`src/rtl/sincos_pkg.sv`:
```
package sincos_pkg;
  localparam int DATA_W = 18;
  localparam int FRAC_W = 16;
  localparam int PROD_W = 2 * DATA_W;
  localparam int ROWS   = 2;

  typedef logic signed [DATA_W-1:0] sample_t;

  localparam longint SMAX = (longint'(1) << (DATA_W - 1)) - 1;
  localparam longint SMIN = -(longint'(1) << (DATA_W - 1));
  localparam longint HALF = longint'(1) << (FRAC_W - 1);
  localparam longint UNIT = longint'(1) << FRAC_W;

  // clamp a wide signed value to the sample range
  function automatic sample_t clip_wide(input logic signed [PROD_W-1:0] v);
    sample_t r;
    if (v > PROD_W'(SMAX))      r = sample_t'(SMAX);
    else if (v < PROD_W'(SMIN)) r = sample_t'(SMIN);
    else                        r = sample_t'(v[DATA_W-1:0]);
    return r;
  endfunction

  // Q1.16 x Q1.16 product, round half up, clamp
  function automatic sample_t mul_rnd(input sample_t a, input sample_t b);
    logic signed [PROD_W-1:0] ae;
    logic signed [PROD_W-1:0] be;
    logic signed [PROD_W-1:0] p;
    ae = a;
    be = b;
    p  = ae * be;
    p  = (p + PROD_W'(HALF)) >>> FRAC_W;
    return clip_wide(p);
  endfunction

  // saturating add of two samples
  function automatic sample_t add_clip(input sample_t a, input sample_t b);
    logic [DATA_W:0] s;
    sample_t r;
    s = {a[DATA_W-1], a} + {b[DATA_W-1], b};
    if (s[DATA_W] != s[DATA_W-1])
      r = s[DATA_W] ? sample_t'(SMIN) : sample_t'(SMAX);
    else
      r = sample_t'(s[DATA_W-1:0]);
    return r;
  endfunction
endpackage

```
`src/rtl/sincos_coef.sv`:
```
module sincos_coef
  import sincos_pkg::*;
(
  input  logic    clk,
  input  logic    rst,
  input  logic    capture,
  input  sample_t cos_in,
  output sample_t c_q,
  output sample_t cp1_q,
  output sample_t cm1_q
);
  localparam sample_t ONE_Q  = sample_t'(UNIT);
  localparam sample_t MONE_Q = sample_t'(-UNIT);

  sample_t cp1_d;
  sample_t cm1_d;

  always_comb begin
    cp1_d = add_clip(cos_in, ONE_Q);
    cm1_d = add_clip(cos_in, MONE_Q);
  end

  always_ff @(posedge clk) begin
    if (rst) begin
      c_q   <= '0;
      cp1_q <= '0;
      cm1_q <= '0;
    end else if (capture) begin
      c_q   <= cos_in;
      cp1_q <= cp1_d;
      cm1_q <= cm1_d;
    end
  end
endmodule

```
`src/rtl/sincos_row.sv`:
```
module sincos_row
  import sincos_pkg::*;
(
  input  sample_t ka,
  input  sample_t kb,
  input  sample_t xa,
  input  sample_t xb,
  output sample_t y
);
  sample_t pa;
  sample_t pb;

  always_comb begin
    pa = mul_rnd(ka, xa);
    pb = mul_rnd(kb, xb);
    y  = add_clip(pa, pb);
  end
endmodule

```
`src/rtl/sincos_state.sv`:
```
module sincos_state
  import sincos_pkg::*;
(
  input  logic    clk,
  input  logic    rst,
  input  logic    load,
  input  logic    step_en,
  input  sample_t init_a,
  input  sample_t init_b,
  input  sample_t next_a,
  input  sample_t next_b,
  output sample_t st_a,
  output sample_t st_b,
  output logic    valid,
  output logic    primed,
  output logic    step_fire
);
  assign step_fire = step_en && !load && primed;

  always_ff @(posedge clk) begin
    if (rst) begin
      st_a   <= '0;
      st_b   <= '0;
      valid  <= 1'b0;
      primed <= 1'b0;
    end else if (load) begin
      st_a   <= init_a;
      st_b   <= init_b;
      valid  <= 1'b0;
      primed <= 1'b1;
    end else if (step_fire) begin
      st_a   <= next_a;
      st_b   <= next_b;
      valid  <= 1'b1;
    end else begin
      valid  <= 1'b0;
    end
  end
endmodule

```
`src/rtl/sincos_osc.sv`:
```
module sincos_osc
  import sincos_pkg::*;
(
  input  logic                     clk,
  input  logic                     rst,
  input  logic                     load,
  input  logic signed [DATA_W-1:0] init_s1,
  input  logic signed [DATA_W-1:0] init_s2,
  input  logic signed [DATA_W-1:0] cos_in,
  input  logic                     step_en,
  output logic signed [DATA_W-1:0] s1_out,
  output logic signed [DATA_W-1:0] s2_out,
  output logic                     out_valid
);
  sample_t coef_c;
  sample_t coef_p1;
  sample_t coef_m1;
  sample_t st   [ROWS];
  sample_t nxt  [ROWS];
  sample_t ka   [ROWS];
  sample_t kb   [ROWS];
  logic    primed;
  logic    step_fire;

  sincos_coef u_coef (
    .clk    (clk),
    .rst    (rst),
    .capture(load),
    .cos_in (cos_in),
    .c_q    (coef_c),
    .cp1_q  (coef_p1),
    .cm1_q  (coef_m1)
  );

  // row 0: [c, c+1], row 1: [c-1, c]
  assign ka[0] = coef_c;
  assign kb[0] = coef_p1;
  assign ka[1] = coef_m1;
  assign kb[1] = coef_c;

  for (genvar r = 0; r < ROWS; r++) begin : g_row
    sincos_row u_row (
      .ka(ka[r]),
      .kb(kb[r]),
      .xa(st[0]),
      .xb(st[1]),
      .y (nxt[r])
    );
  end

  sincos_state u_state (
    .clk      (clk),
    .rst      (rst),
    .load     (load),
    .step_en  (step_en),
    .init_a   (init_s1),
    .init_b   (init_s2),
    .next_a   (nxt[0]),
    .next_b   (nxt[1]),
    .st_a     (st[0]),
    .st_b     (st[1]),
    .valid    (out_valid),
    .primed   (primed),
    .step_fire(step_fire)
  );

  assign s1_out = st[0];
  assign s2_out = st[1];
endmodule

```
`config.mk`:
```
export PLATFORM = sky130hd
export DESIGN_NAME = sincos_osc
export DESIGN_NICKNAME = d
export VERILOG_FILES = /design/src/rtl/sincos_pkg.sv /design/src/rtl/sincos_coef.sv /design/src/rtl/sincos_row.sv /design/src/rtl/sincos_state.sv /design/src/rtl/sincos_osc.sv
export SDC_FILE = /design/constraint.sdc
export NUM_CORES = 2
export LEC_CHECK = 0
export BUFFER_PORTS_ARGS = -buffer_cell sky130_fd_sc_hd__buf_2
export CAP_MARGIN = 20
export CORE_MARGIN = 2
export CORE_UTILIZATION = 45
export CTS_BUF_LIST = sky130_fd_sc_hd__clkbuf_4
export CTS_CLUSTER_SIZE = 30
export DETAILED_ROUTE_END_ITERATION = 16
export HOLD_SLACK_MARGIN = 0.08
export SETUP_SLACK_MARGIN = 0.15
export SLEW_MARGIN = 20
export SYNTH_ARGS = -nofsm -noshare
export SYNTH_HDL_FRONTEND = slang
export SYNTH_SLANG_ARGS = --single-unit
```
`constraint.sdc`:
```
create_clock -name clk -period 9.2 [get_ports clk]
set_clock_uncertainty 0.1 [all_clocks]
set_input_delay 0.92 -clock clk [delete_from_list [all_inputs] [get_ports clk]]
set_output_delay 0.92 -clock clk [all_outputs]
set_load 0.01 [all_outputs]
```
==> qor.yml <==
status: "finished with violations"
top_usage_layer: "met2"
synthTopCellsByArea: "fa_1 50%, inv_1 10%, ha_1 9.0%"
async_reset_ff_share_pct: 0
max_stage_delay_ns: 0.55
area_growth_syn_to_layout_pct: 14.98
io_buffers: 94
grt_pass1_vias: 42830
gr-usage-met2_pct: 39.97
die_w_um: 346.3
critPathCaptureType: "flop"
holdCritPathClass: "flop to flop"
ys_ff_latch: 92
crit_path_start_kind: "flop"
crit_type: "flop to flop"
violations: "setup timing"
cp.required_ns: 9.63
grt_overflow: 0
synth_edf_count: 0
dr.pass1.iters: 5
max_slew_margin_pct: 34.18
cts_root_buf: "clkbuf_4"
cts_buffers: 9
yosysSeqAreaShare_pct: 3.494
holdPathStages: 2
r2r_cells: 37
syn-num-nets: 7647
yosys-top-cells-count: "1,467 x inv_1, 1,318 x fa_1, 643 x nand2_1"
via_per_inst: 5.079
setup_violations: 8
wl_per_cell_um: 18.51
clk_pin_slew_ns: 0.18
finalHoldViolCount: 0
routabilityCongestion: 0.9164
drive_gt1_share_pct: 15.44
rows: 125
ios: 95
h-tree-depth: 3
yosysMostFrequentCell: "inv_1"
netlist_area_sq_um: 52710
grt_pass1_wl_um: 235300
synth_area_leader_cell: "fa_1"
worst-path-max-fanout: 15
ant_nets: 0
syn_area_per_cell_sq_um: 8.948
grtUsageMet1_pct: 35.59
cp_slowest_cell: "fa_1"
cts.sinks: 92
die_area_sq_um: 119900
fin_crit_ns: 9.269
path_common_cell: "fa_1"
drc: 0
yosysWarnings: 0
grt_use_met3_pct: 4.684
core_region_area_sq_um: 116200
cts_buffer_depth: 2
grt_usage_pct: 25.10
clock_latency_ns: 0.63
initial_core_util_pct: 45.36
syn_inst: 5891
antenna_found_initial: 11
fin_nets: 8033
hold_buffers: 0
grt_max_degree: 66
hold_slack_ns: 0.4288
fin_crit_sh_pct: 100.7
synth_cell_types: 82
ys.flop_type: "dfxtp_1"
die_h_um: 346.3
finalMaxSlewViolations: 0
setup_ws_ns: -0.06856
drv_cap: 0
hpwl_um: 122600
rsz0062_at_grt: "yes"
rrSetupSlack_ns: -0.07
drt-total-wl_um: 144600
worstPathArrival_ns: 9.70
drtIter0Drc: 2408
synth.top_cell.area_share_pct: 50.06
tightest_slew_ns: 0.9874
max_freq_mhz: 107.9
vias: 39680
cts_tree: "done"
worst paths after layout:
path,start,endpoint
setup reg to reg,u_state.st_b[9],u_state.st_b[10]
hold reg to reg,u_state.primed,u_state.primed
hold / removal,u_state.primed,u_state.primed
setup / recovery,u_state.st_b[9],u_state.st_b[10]
critical path, delay by kind of cell, from the launching register on:
family | cells | cell delay [ns]
buffers and inverters | 8 | 0.96
and+or+nand+nor | 5 | 0.78
adders and majority gates | 9 | 3.85
muxes | 1 | 0.30
AOI/OAI and AO/OA | 14 | 2.79
DFF | 1 | 0.38
cell families after synthesis:
| group | after synthesis | share of synthesized area, % |
|---|---|---|
| and+or+nand+nor | 1668 | 15.69 |
| xor gates and xnor gates | 140 | 2.326 |
| muxes | 19 | 0.3632 |
| buffers and inverters | 1787 | 12.78 |
| adders and majority gates | 1700 | 59.12 |
| AOI/OAI and AO/OA | 485 | 6.236 |
| DFF | 92 | 3.494 |
sequential cells by signal, summed over array words and instances, names as in the netlist:
name / cells
u_coef.c_q: 18
u_coef.cm1_q: 18
u_coef.cp1_q: 18
u_state.primed: 1
u_state.st_a: 18
u_state.st_b: 18
u_state.valid: 1
repair_timing:
item	in CTS	in global routing
setup endpoints to repair	36	36
resized for setup	106	170
buffers inserted	15	37
cloned	3	6
pin swaps	42	82
endpoints found under the hold margin	0	0
per-layer routing:
metal | part of all wire, % | wire [um] | up-vias
li1 | - | - | 17990
met1 | 44 | 63540 | 20480
met2 | 46 | 66020 | 1068
met3 | 7.7 | 11080 | 133
met4 | 2.7 | 3868 | 6
met5 | 0.095 | 138 | -
layout make-up:
| class | count | area (sq um) |
|---|---|---|
| repair buffers | 695 | 6056 |
| inverters | 1467 | 5509 |
| fillers | 10820 | 55600 |
| flip-flops and latches | 92 | 1933 |
| clock buffers | 10 | 75.07 |
| well taps | 1524 | 1907 |
| clock inverters | 6 | 70.07 |
| multi-input cells | 4012 | 45040 |
| diodes | 6 | 15.01 |
cells in the final DEF (no fill, tap or decap), drive strengths merged, types with 17 or more instances in the layout:
master,synthesis,final
nand3,21,21
and3,17,17
ha,380,380
a22oi,31,31
a21o,65,65
xnor2,103,103
inv,1467,1469
nor2b,19,19
and2,640,640
nor2,211,211
nand2,643,643
xor2,37,37
nand2b,27,27
o21ai,106,106
a211oi,32,32
nor3,36,36
a21oi,120,120
o21a,21,21
o31ai,19,19
buf,10,690
mux2i,18,18
fa,1318,1318
dfxtp,92,92
metrics by stage:
stage	TNS (ns)	utilization, %	instance area, sq um	worst slack, ns	instances
global placement	-7.100	50.67	58880	-0.3875	7730
CTS	-0.5800	51.29	59600	-0.1139	7764
finish	-0.2617	52.15	60600	-0.06856	7812
global route	-8.149	52.15	60600	-0.3828	7809
floorplan	0	-	53020	0.1552	5891
detailed placement	-11.64	50.67	58880	-0.5006	7730
Power is not shown: default switching activity piles up to over one toggle a cycle in this logic, so the estimate is an artifact.
